<file path="config.mk">
export PLATFORM = sky130hd
export DESIGN_NAME = ser_addr_shifter
export DESIGN_NICKNAME = d
export VERILOG_FILES = /design/src/rtl/ser_addr_shifter.sv
export SDC_FILE = /design/constraint.sdc
export NUM_CORES = 1
export LEC_CHECK = 0
export BUFFER_PORTS_ARGS = -buffer_cell sky130_fd_sc_hd__buf_2
export CAP_MARGIN = 20
export CORE_MARGIN = 10
export CORE_UTILIZATION = 50
export CTS_CLUSTER_DIAMETER = 100
export DETAILED_ROUTE_END_ITERATION = 7
export PLACE_DENSITY = 0.75
export SKIP_CTS_REPAIR_TIMING = 1
export SKIP_LAST_GASP = 1
export SLEW_MARGIN = 40
export SYNTH_ARGS = -nofsm -noshare
export SYNTH_HDL_FRONTEND = slang
export SYNTH_SLANG_ARGS = --single-unit
export TNS_END_PERCENT = 30
</file>
<file path="constraint.sdc">
create_clock -name clk -period 4.1 [get_ports clk]
set_clock_uncertainty 0.2 [all_clocks]
set_input_delay 1.025 -clock clk [delete_from_list [all_inputs] [get_ports clk]]
set_output_delay 1.025 -clock clk [all_outputs]
set_load 0.01 [all_outputs]
</file>
<file path="src/rtl/ser_addr_shifter.sv">
module ser_addr_shifter #(
  parameter int W = 8
) (
  input  logic         clk,
  input  logic         rst_n,
  input  logic         wr_shift,
  input  logic         wr_sva,
  input  logic [W-1:0] wr_data,
  input  logic         en,
  input  logic         bus_mode,
  input  logic         wake_en,
  input  logic         addr_mask,
  input  logic         irq_at_release,
  input  logic         busy_en,
  input  logic         sclk,
  input  logic         sin,
  input  logic         sda_in,
  input  logic         rel_strobe,
  output logic [W-1:0] shift_q,
  output logic         sout,
  output logic         sda_oe,
  output logic         coin,
  output logic         rel_flag,
  output logic         busy,
  output logic         irq,
  output logic         active
);
  localparam int CW = $clog2(W);
  localparam logic [CW-1:0] LAST = CW'(W - 1);

  logic [2:0]    sk;
  logic [CW-1:0] cnt;
  logic [W-1:0]  sva;
  logic          out_q;

  wire rise      = sk[1] & ~sk[2];
  wire fall      = ~sk[1] & sk[2];
  wire din       = bus_mode ? sda_in : sin;
  wire [W-1:0] nxt = {shift_q[W-2:0], din};
  wire done      = active & rise & (cnt == LAST) & ~wr_shift;
  wire addr_byte = bus_mode & wake_en;
  wire match     = addr_mask ? (nxt[W-1:1] == sva[W-1:1]) : (nxt == sva);

  assign sout   = out_q;
  assign sda_oe = bus_mode & active & ~out_q;

  always_ff @(posedge clk or negedge rst_n)
    if (!rst_n) sk <= '0;
    else        sk <= {sk[1:0], sclk};

  always_ff @(posedge clk or negedge rst_n) begin
    if (!rst_n) begin
      shift_q <= '0;
      out_q   <= 1'b1;
      cnt     <= '0;
      active  <= 1'b0;
    end else if (wr_shift) begin
      shift_q <= wr_data;
      out_q   <= wr_data[W-1];
      cnt     <= '0;
      active  <= en;
    end else if (active) begin
      if (rise) begin
        shift_q <= nxt;
        cnt     <= cnt + 1'b1;
        if (cnt == LAST) active <= 1'b0;
      end else if (fall) begin
        out_q <= shift_q[W-1];
      end
    end
  end

  always_ff @(posedge clk or negedge rst_n) begin
    if (!rst_n) begin
      sva      <= '0;
      coin     <= 1'b0;
      rel_flag <= 1'b0;
      busy     <= 1'b0;
      irq      <= 1'b0;
    end else begin
      if (wr_sva) sva <= wr_data;
      if (done && addr_byte) coin <= match;
      if (rel_strobe) rel_flag <= 1'b1;
      else if (done && addr_byte && !match) rel_flag <= 1'b0;
      if (wr_shift && bus_mode) busy <= 1'b0;
      else if (done && bus_mode && busy_en) busy <= 1'b1;
      irq <= irq_at_release ? rel_strobe : (done & (~addr_byte | match));
    end
  end

  a_r1_no_start: assert property (@(posedge clk) disable iff (!rst_n)
    (wr_shift && !en) |=> !active);
  a_r4_oe_only_zero: assert property (@(posedge clk) disable iff (!rst_n)
    sda_oe |-> (active && !sout && bus_mode));
  a_r6_coin_steady: assert property (@(posedge clk) disable iff (!rst_n)
    !(active && rise) |=> $stable(coin));
  a_r10_irq_from_release: assert property (@(posedge clk) disable iff (!rst_n)
    (irq && $past(irq_at_release)) |-> $past(rel_strobe));
  a_r11_busy_cleared: assert property (@(posedge clk) disable iff (!rst_n)
    (wr_shift && bus_mode) |=> !busy);
endmodule

</file>
==> summary.txt, run 1 <==
Critical path
  • Reg-to-reg slack, setup: 2.23 ns
  • WP buf/inv: 2
  • WP data arrival: 1.45 ns
  • Crit-path max cell delay: 0.15 ns
  • Critical path's most frequent cell: buf_2
  • Critical Path Source Type: input pin
  • CP Capture Type: output pin
  • Critical path's slowest cell: buf_2
  • Crit path required time: 2.87 ns
  • CP top delay family: buffers and inverters
  • Critical path peak fanout: 7
  • Critical path type: input pin to output pin
  • Crit-path cells: buf_2 > nand2_1 > nor2_1 > buf_2

Synthesis
  • Syn Area/Cell: 11.5 µm²
  • Syn nets: 138
  • Cell area after synthesis: 1310 µm²
  • Ys async rst share: 100%
  • Seq/Total Area, Yosys: 53.7%
  • Yosys warnings: 0
  • EDFF count, synth: 0
  • Unique cell type count in the Yosys netlist: 26
  • Synthesis-stage register bit count: 28
  • Synth Flop Type: dfrtp_1
  • Synthesized instance count: 114

Route
  • Met3 routed WL: 212 µm
  • Remaining DRCs: 0
  • Wire per inst: 15.5 µm
  • Via Count: 938
  • Met1 WL: 1.24 mm
  • Routed WL: 2.77 mm
  • Routed vias/inst: 5.24
  • Top Metal Used: met4
  • Router iterations before antenna repair: 4
  • Initial DRC Count: 30
  • DRT antenna net count: 0
  • Met2 wire len: 1.27 mm

Clock network
  • CTS Sinks: 28
  • Clock-pin slew on the worst setup and hold paths: 0.16 ns
  • Root Driver: clkbuf_4
  • Insertion delay to the later sink of the worst-skew pair: 0.34 ns
  • H-tree levels: 1
  • CTS Buf Count: 3
  • CTS tree: done
  • CTS max path bufs: 2

Min path
  • Hold Crit Class: register to register

Power and ir drop
  • VDD IR-drop max: 0.267 mV
  • Static Leak: 0.789 nW
  • Logic pwr share: 16.3%
  • Pwr per Cell Area: 354 nW/µm²
  • Sw power: 0.000149 W
  • Clock Power Share: 25.5%
  • Cell Int Power: 0.000395 W
  • Reg power frac: 58.1%
  • Fraction of power spent switching nets: 27.4%

Job
  • Max cap viols: 0

Floorplanning
  • Vert. Die Dim: 71.1 µm
  • Starting Density: 52.8%
  • Die Wd: 71.1 µm
  • # IOs: 37
  • Die area: 5060 µm²
  • Row count: 18
  • Core area: 2480 µm²

STA
  • Pins over their slew limit: 0
  • RSZ-0062 raised after global routing: no
  • Max-slew headroom: 58.7%
  • Setup violators final: 0
  • Tmin final: 2.67 ns
  • Post-route setup TNS: 0 ns
  • Worst-margin pin slew: 0.619 ns
  • Fin crit share: 65.2%
  • Highest Clock Rate: 0.374 GHz
  • Number of hold violations in the final report: 0
  • Worst setup margin: 1.43 ns

Global route
  • First-pass GRT wire length: 4.75 mm
  • Total GRT Usage: 11.4%
  • Largest net degree at the start of global routing: 29
  • Initial antenna violation count: 0
  • Grt ovf: 0
  • Vias in the first global route: 1,011

Place
  • IO buf count: 36
  • Worst slack, placed: 1.42 ns
  • Post-DP HPWL: 2.12 mm
  • Routability cong.: 0.791

Layout
  • Nets@finish: 174
  • # fillers: 224
  • Flip-flop and latch area: 702 µm²
  • Share of cells above drive strength 1: 34.9%
  • Area delta synth->final: 17.3%
  • Diodes inserted: 0
  • Area of the multi-input gates: 571 µm²

Run status
  • Status: completed
-- final cells by class --
type	count	share of cell area (%)
Clock buffer	4	2.37
Tap cell	30	2.45
Inverter	2	0.489
Sequential cell	28	45.8
Multi-Input combinational cell	79	37.2
Timing Repair Buffer	36	11.7
-- through the flow --
step | hold slack [ns] | instances | util [%] | instance area (µm²) | power (W)
global placement | 0.133 | 175 | 60.5 | 1500 | 0.000408
floorplan | 0.131 | 114 | - | 1310 | 0.000372
detailed placement | 0.155 | 175 | 60.5 | 1500 | 0.000413
global route | 0.205 | 179 | 61.9 | 1530 | 0.000570
CTS | 0.189 | 179 | 61.9 | 1530 | 0.000547
finish | 0.186 | 179 | 61.9 | 1530 | 0.000544
-- cells by family after synthesis --
group,after synthesis,share of synthesized area [%]
DFF,28,53.7
and+or+nand+nor,31,12.6
adders and majority gates,2,1.91
buffers and inverters,7,2.68
xor gates and xnor gates,8,5.36
AOI/OAI and AO/OA,18,7.66
muxes,20,16.1
-- Yosys cell counts (2+ instances only) --
cell type  count  area share [%]
dfrtp_1       27              52
nand2_1       13             3.7
mux2i_1       12             9.2
o21ai_0        9             3.4
mux2_2         8             6.9
nor2_1         7             2.0
xor2_1         5             3.3
a21oi_1        4             1.5
nand3b_1       4             2.3
xnor2_1        3             2.0
buf_4          2             1.1
clkbuf_1       2            0.57
ha_1           2             1.9
inv_1          2            0.57
nand4_1        2            0.96
o21ai_1        2            0.77
-- placed cells by master (no fill, tap or decap), drive strengths merged --
master  instances
clkbuf          4
o21ai          11
xor2            5
ha              2
mux2i          12
dfrtp          27
buf            36
mux2            8
a21oi           4
nor4            1
inv             2
nand3b          5
o211ai          1
dfstp           1
nand3           1
a32o            1
a22oi           1
xnor2           3
nor3b           1
nor2b           1
nor2            7
nand2          13
nand4           2
-- registers in the layout, summed over array words and instances (netlist names) --
signal / cells
irq: 1
active: 1
shift_q: 8
coin: 1
busy: 1
sk: 3
sva: 8
rel_flag: 1
cnt: 3
sout: 1
-- path summary, 6_finish.rpt --
check | start | to | depth (start not counted)
max | bus_mode | sda_oe | 4
min | sk[0]$_DFF_PN0_ | sk[1]$_DFF_PN0_ | 0
max reg2reg | sk[2]$_DFF_PN0_ | coin$_DFFE_PN0P_ | 4
min reg2reg | sk[0]$_DFF_PN0_ | sk[1]$_DFF_PN0_ | 0
max in group asynchronous | rst_n | sva[0]$_DFFE_PN0P_ | 1
min in group asynchronous | rst_n | active$_DFF_PN0_ | 1
-- layer usage --
layer	vias to the layer above	GRT usage (%)
li1	467	-
met1	436	13.7
met2	30	17.6
met3	5	4.18
met4	0	5.16
met5	-	0
-- power groups by stage --
stage / combinational [W] / clock, W / sequential (W)
global placement: 0.0000878 / 0 / 0.000320
detailed placement: 0.0000909 / 0 / 0.000322
CTS: 0.0000912 / 0.000140 / 0.000316
global route: 0.0000999 / 0.000151 / 0.000319
floorplan: 0.0000494 / 0 / 0.000323
finish: 0.0000888 / 0.000139 / 0.000316
-- worst register-to-register path, delay by kind of cell (launching register included) --
kind / cells / cell delay [ns]
flops: 1 / 0.42
compound gates: 1 / 0.14
simple gates: 3 / 1.05
Note: power is estimated with default switching activity, not from simulation.
==> run 2, diff against run 1 <==
ABC_AREA = 1   (was default)
CORE_UTILIZATION = 46   (was 50)
PLACE_DENSITY = 0.72   (was 0.75)
clock period = 2.39 ns   (was 4.1 ns; I/O delays follow)
==> run 2 against run 1 <==
Compared with the run above: flip-flop and latch count did not move; sequential power grew 72%; clock power is 68% higher; largest cell class unchanged; largest power group unchanged.
==> summary.txt, run 2 <==
Synthesis
  • Synthesized instance count: 158 (+39%)
  • EDFF count, synth: 0 (unchanged)
  • Compound-Gate Fraction of Synth Area: 13.8% (+6.2 points)
  • Post-synth top area share: 48.8% (-2.9 points)
  • Syn Area/Cell: 8.77 µm² (-24%)
  • Ranking of synthesized cells by instance count: nand2_1 (48), dfrtp_1 (27), inv_1 (20)
  • Synth Flop Type: dfrtp_1
  • Adder-Cell Fraction of Synth Area: 1.81% (-0.11 points)
  • Ys async rst share: 100% (unchanged)
  • Count leader, synth: nand2_1
  • Largest family of logic cells by synthesized area: simple AND/OR/NAND/NOR gates
  • Cell area after synthesis: 1390 µm² (+5.9%)
  • Seq/Total Area, Yosys: 50.7% (-3.0 points)
  • Yosys warnings: 0 (unchanged)
  • Xor/xnor share of the synthesized area: 1.90% (-3.5 points)
  • Post-synthesis simple-gate area fraction: 20.0% (+7.3 points)
  • Synthesis-stage register bit count: 28 (unchanged)
  • Proportion of synthesized area in mux cells: 2.44% (-14 points)
  • Synth area leader: dfrtp_1
  • Synth area leaders: dfrtp_1 (49%), nand2_1 (13%), inv_1 (5.4%), o211ai_2 (4.5%), o21ai_0 (4.0%)
  • Unique cell type count in the Yosys netlist: 25 (-3.8%)
  • Syn nets: 182 (+32%)

Route
  • Initial DRC Count: 74 (+150%)
  • Routed vias/inst: 4.97 (-5.2%)
  • DRT antenna net count: 0 (unchanged)
  • Routed WL: 2.95 mm (+6.4%)
  • Via Count: 1,118 (+19%)
  • Router iterations before antenna repair: 4 (unchanged)
  • Wire per inst: 13.1 µm (-15%)
  • Top Metal Used: met4
  • Met2 wire len: 1.27 mm (+0.47%)
  • Met3 routed WL: 324 µm (+53%)
  • Remaining DRCs: 0 (unchanged)
  • Met1 WL: 1.31 mm (+5.6%)

Global route
  • Grt ovf: 0 (unchanged)
  • Vias in the first global route: 1,160 (+15%)
  • First-pass GRT wire length: 5.01 mm (+5.5%)
  • Largest net degree at the start of global routing: 29 (unchanged)
  • Initial antenna violation count: 0 (unchanged)
  • Total GRT Usage: 11.2% (-0.12 points)

Place
  • Placed Instances: 221 (+26%)
  • Post-DP HPWL: 2.28 mm (+7.2%)
  • IO buf count: 36 (unchanged)
  • Routability cong.: 0.807 (+2.1%)

Power and ir drop
  • Overall Power: 0.000970 W (+78%)
  • VDD IR-drop max: 0.357 mV (+34%)
  • Logic pwr share: 19.8% (+3.5 points)
  • Sw power: 0.000284 W (+90%)
  • Clock Power Share: 24.1% (-1.4 points)
  • Cell Int Power: 0.000686 W (+74%)
  • Fraction of power spent switching nets: 29.2% (+1.8 points)
  • Reg power frac: 56.1% (-2.0 points)
  • Static Leak: 0.859 nW (+8.9%)
  • Pwr per Cell Area: 607 nW/µm² (+71%)

Critical path
  • WP data arrival: 1.09 ns (-0.36 ns)
  • Critical path peak fanout: 3 (-4)
  • Critical Path Source Type: register
  • Crit path required time: 1.59 ns (-1.28 ns)
  • Critical path type: register to output pin
  • CP Capture Type: output pin

Layout
  • Biggest regs: shift_q x8, sva x8
  • Commonest non-fill, non-tap cell in the layout: nand2_1
  • Diodes inserted: 0 (unchanged)
  • Fin cells: 225 (+26%)
  • Area delta synth->final: 15.4%
  • Share of cells above drive strength 1: 28.9% (-6.0 points)
  • Most frequent cells in the layout: nand2_1 (48), buf_2 (36), dfrtp_1 (27), inv_1 (20), o21ai_0 (11)
  • Nets@finish: 219 (+26%)
  • Fin util: 56.5% (-5.4 points)
  • # fillers: 267 (+19%)

Floorplanning
  • Vert. Die Dim: 74.9 µm (+5.3%)
  • Die area: 5610 µm² (+11%)
  • Row count: 19 (+1)
  • Die Wd: 74.9 µm (+5.3%)
  • # IOs: 37 (unchanged)
  • Core area: 2830 µm² (+14%)
  • Starting Density: 49.0% (-3.8 points)

Run status
  • Status: completed

STA
  • Pins over their slew limit: 0 (unchanged)
  • Fin crit share: 78.8%
  • RSZ-0062 raised after global routing: no
  • Number of hold violations in the final report: 0 (unchanged)
  • Hold_ws: 0.0573 ns (-0.129 ns)
  • Highest Clock Rate: 0.531 GHz
  • Tmin final: 1.88 ns
  • Post-route setup TNS: 0 ns (unchanged)
  • Setup violators final: 0 (unchanged)
  • Max-slew headroom: 58.3% (-0.45 points)
  • Worst-margin pin slew: 0.626 ns (+0.00672 ns)

Clock network
  • Clock-pin slew on the worst setup and hold paths: 0.15 ns (about the same)
  • CTS tree: done
  • Root Driver: clkbuf_4
  • H-tree levels: 1 (unchanged)
  • Insertion delay to the later sink of the worst-skew pair: 0.33 ns (about the same)
  • CTS Buf Count: 3 (unchanged)
  • CTS Sinks: 28 (unchanged)
  • CTS max path bufs: 2 (unchanged)

Min path
  • Hold Crit Class: input pin to asynchronous set/reset pin

Job
  • Max cap viols: 0 (unchanged)
[run 2: final timing paths]
kind	from	end	slack, ns	depth (start not counted)
worst max register to register	sk[2]$_DFF_PN0_	coin$_DFFE_PN0P_	0.91	7
worst max-delay path	sout$_DFFE_PN1P_	sda_oe	0.51	2
worst min-delay path	rst_n	busy$_DFFE_PN0P_	0.06	1
max in group asynchronous	rst_n	sva[7]$_DFFE_PN0P_	1.52	1
worst min register to register	sk[0]$_DFF_PN0_	sk[1]$_DFF_PN0_	0.16	0
min in group clk	sclk	sk[0]$_DFF_PN0_	0.16	1
[run 2: power by group through the flow]
stage / clock (W) / sequential (W) / combinational [W]
2_1_floorplan: 0 / 0.000560 / 0.000112
3_3_place_gp: 0 / 0.000551 / 0.000193
3_5_place_dp: 0 / 0.000553 / 0.000195
4_1_cts: 0.000245 / 0.000544 / 0.000196
5_1_grt: 0.000257 / 0.000550 / 0.000224
6_report: 0.000234 / 0.000544 / 0.000192
[run 2: kinds of logic after synthesis]
logic type                 count (synthesis)
adders and majority gates                  2
DFF                                       28
muxes                                      3
AOI/OAI and AO/OA                         30
and+or+nand+nor                           65
xor gates and xnor gates                   3
buffers and inverters                     27
[run 2: metrics by stage]
stage          setup slack, ns  area [µm²]
2_1_floorplan            0.660        1390
3_3_place_gp             0.531        1560
3_5_place_dp             0.517        1560
4_1_cts                  0.487        1600
5_1_grt                  0.417        1600
6_report                 0.507        1600
[run 2: worst max-delay path, stage by stage (launching register included)]
cell and delay [ns]:
dfstp_2 0.58, nor3_1 0.05, buf_2 0.13
[run 2: cell type report]
cell class | instances | area, µm² | share of cell area [%]
well taps | 31 | 38.8 | 2.43
multi-input cells | 103 | 553 | 34.6
flip-flops and latches | 28 | 702 | 43.9
repair buffers | 36 | 180 | 11.3
inverters | 23 | 88.8 | 5.56
clock buffers | 4 | 36.3 | 2.27
[run 2: per-layer routing]
layer | track usage [%] | up-vias
met2 | 17.6 | 36
met1 | 13.6 | 506
met4 | 4.41 | 0
met3 | 4.34 | 4
li1 | - | 572
met5 | 0 | -
==> run 3, diff against run 2 <==
CORE_UTILIZATION = 50   (was 46)
PLACE_DENSITY = 0.74   (was 0.72)
clock period = 1.9 ns   (was 2.39 ns; I/O delays follow)
==> run 3 against run 2 <==
Compared with the run above: clock-buffer cell count stayed put; clock power rose by 8.5%; final area increased by 0.47%; worst setup slack lost 0.36 ns; largest power group unchanged; critical endpoint unchanged; core utilization rose by 2.8 points; global-route usage up 0.12 points; via count increased by 0.45%; non-clock buffer count up 2.
==> summary.txt, run 3 (synthesis gave the netlist of run 2 again) <==
Global route
  • Grt ovf: 0 (unchanged)
  • Total GRT Usage: 11.4% (+0.12 points)
  • Initial antenna violation count: 0 (unchanged)
  • Vias in the first global route: 1,142 (-1.6%)
  • First-pass GRT wire length: 4.93 mm (-1.5%)
  • Largest net degree at the start of global routing: 29 (unchanged)

Layout
  • Most frequent cells in the layout: nand2_1 (48), buf_2 (36), dfrtp_1 (27), inv_1 (20), o21ai_0 (11)
  • Nets@finish: 221 (+0.91%)
  • Biggest regs: shift_q x8, sva x8
  • Commonest non-fill, non-tap cell in the layout: nand2_1
  • Share of cells above drive strength 1: 28.6% (-0.29 points)
  • Area delta synth->final: 16.0%
  • Diodes inserted: 0 (unchanged)
  • Fin cells: 227 (+0.89%)

Power and ir drop
  • VDD IR-drop max: 0.511 mV (+43%)
  • Cell Int Power: 0.000831 W (+21%)
  • Static Leak: 0.862 nW (+0.35%)
  • Sw power: 0.000353 W (+24%)
  • Reg power frac: 57.8% (+1.7 points)
  • Fraction of power spent switching nets: 29.8% (+0.58 points)
  • Clock Power Share: 21.5% (-2.6 points)
  • Pwr per Cell Area: 737 nW/µm² (+22%)
  • Logic pwr share: 20.7% (+0.9 points)

Critical path
  • Crit. Startpoint: active$_DFF_PN0_
  • Critical path's slowest cell: dfrtp_1
  • WP data arrival: 1.08 ns (about the same)
  • R2r endpoint: rel_flag$_DFFE_PN0P_
  • Crit-path max cell delay: 0.42 ns (-0.16 ns)
  • CP Capture Type: output pin
  • Crit path required time: 1.22 ns (-0.37 ns)
  • Crit-path cells: inv_2 > nor3_1 > buf_2
  • Reg-to-reg slack, setup: 0.37 ns (-0.54 ns)
  • Critical path type: register to output pin
  • Critical Path Source Type: register
  • Worst Setup EP: sda_oe
  • Critical path peak fanout: 4 (+1)
  • FF-to-FF Start: sk[2]$_DFF_PN0_
  • Reg2Reg Depth: 8 (+1)

Run status
  • Status: completed

STA
  • RSZ-0062 raised after global routing: no
  • Setup violators final: 0 (unchanged)
  • Post-route setup TNS: 0 ns (unchanged)
  • Fin crit share: 92.4%
  • Pins over their slew limit: 0 (unchanged)
  • Max-slew headroom: 58.7% (+0.44 points)
  • Tmin final: 1.76 ns
  • Number of hold violations in the final report: 0 (unchanged)
  • Worst-margin pin slew: 0.619 ns (-0.00659 ns)
  • Highest Clock Rate: 0.569 GHz

Route
  • Router iterations before antenna repair: 4 (unchanged)
  • Routed WL: 3.02 mm (+2.3%)
  • Initial DRC Count: 37 (-50%)
  • Wire per inst: 13.3 µm (+1.4%)
  • Via Count: 1,123 (+0.45%)
  • Routed vias/inst: 4.95 (-0.44%)
  • Remaining DRCs: 0 (unchanged)
  • DRT antenna net count: 0 (unchanged)

Place
  • Routability cong.: 0.832 (+3.1%)
  • Post-DP HPWL: 2.38 mm (+4.4%)
  • IO buf count: 36 (unchanged)
  • Placed Instances: 222 (+0.45%)

Floorplanning
  • Core area: 2710 µm² (-4.2%)
  • # IOs: 37 (unchanged)
  • Row count: 19 (unchanged)
  • Starting Density: 51.1% (+2.1 points)
  • Die area: 5280 µm² (-5.9%)
  • Vert. Die Dim: 72.6 µm (-3.0%)
  • Die Wd: 72.6 µm (-3.0%)

Clock network
  • CTS tree: done
  • Root Driver: clkbuf_4
  • Clock-pin slew on the worst setup and hold paths: 0.14 ns (about the same)
  • CTS Buf Count: 3 (unchanged)
  • Insertion delay to the later sink of the worst-skew pair: 0.32 ns (about the same)
  • CTS max path bufs: 2 (unchanged)
  • CTS Sinks: 28 (unchanged)
  • H-tree levels: 1 (unchanged)

Job
  • Max cap viols: 0 (unchanged)

Min path
  • Hold Crit Class: input pin to register
[run 3: worst min-delay path by stage]
stage | startpoint | to | depth (start not counted)
3_3_place_gp | sk[0]$_DFF_PN0_ | sk[1]$_DFF_PN0_ | 0
4_1_cts | rst_n | rel_flag$_DFFE_PN0P_ | 1
2_1_floorplan | rst_n | active$_DFF_PN0_ | 0
5_1_grt | sclk | sk[0]$_DFF_PN0_ | 1
3_5_place_dp | sk[0]$_DFF_PN0_ | sk[1]$_DFF_PN0_ | 0
6_report | sclk | sk[0]$_DFF_PN0_ | 1
[run 3: power by group through the flow]
stage               registers (W)  clock network [W]  logic [W]
finish                   0.000684           0.000254   0.000246
floorplan                0.000705                  0   0.000141
detailed placement       0.000696                  0   0.000248
global route             0.000691           0.000276   0.000282
CTS                      0.000684           0.000263   0.000250
global placement         0.000693                  0   0.000244
[run 3: layer usage]
metal	share of wire [%]	wire (µm)	GRT usage, %	up-vias
li1	-	-	-	580
met5	0	0	0	-
met4	0.53	16	4.64	0
met1	44	1330	12.6	521
met3	6.0	181	3.54	2
met2	49	1490	19.6	20
[run 3: final cells by class]
cell class              count  area (µm²)
fillers                   260        1100
flip-flops and latches     28         702
multi-input cells         103         553
repair buffers             38         198
inverters                  23        88.8
well taps                  31        38.8
clock buffers               4        26.3
[run 3: worst max-delay path: cells and delay by family, from the launching register on]
| family | cells | cell delay [ns] |
|---|---|---|
| flops | 1 | 0.42 |
| buf+inv | 2 | 0.22 |
| simple gates | 1 | 0.12 |
[run 3: per-stage QoR]
stage	instance area [µm²]	setup WS [ns]	hold WS (ns)	total power (W)	utilization (%)
finish	1610	0.144	0.0483	0.00118	59.3
global placement	1570	0.264	0.133	0.000937	57.9
detailed placement	1570	0.254	0.139	0.000944	57.9
floorplan	1390	0.415	-0.0206	0.000845	-
global route	1610	0.0139	0.0315	0.00125	59.3
CTS	1600	0.120	-0.0497	0.00120	58.9
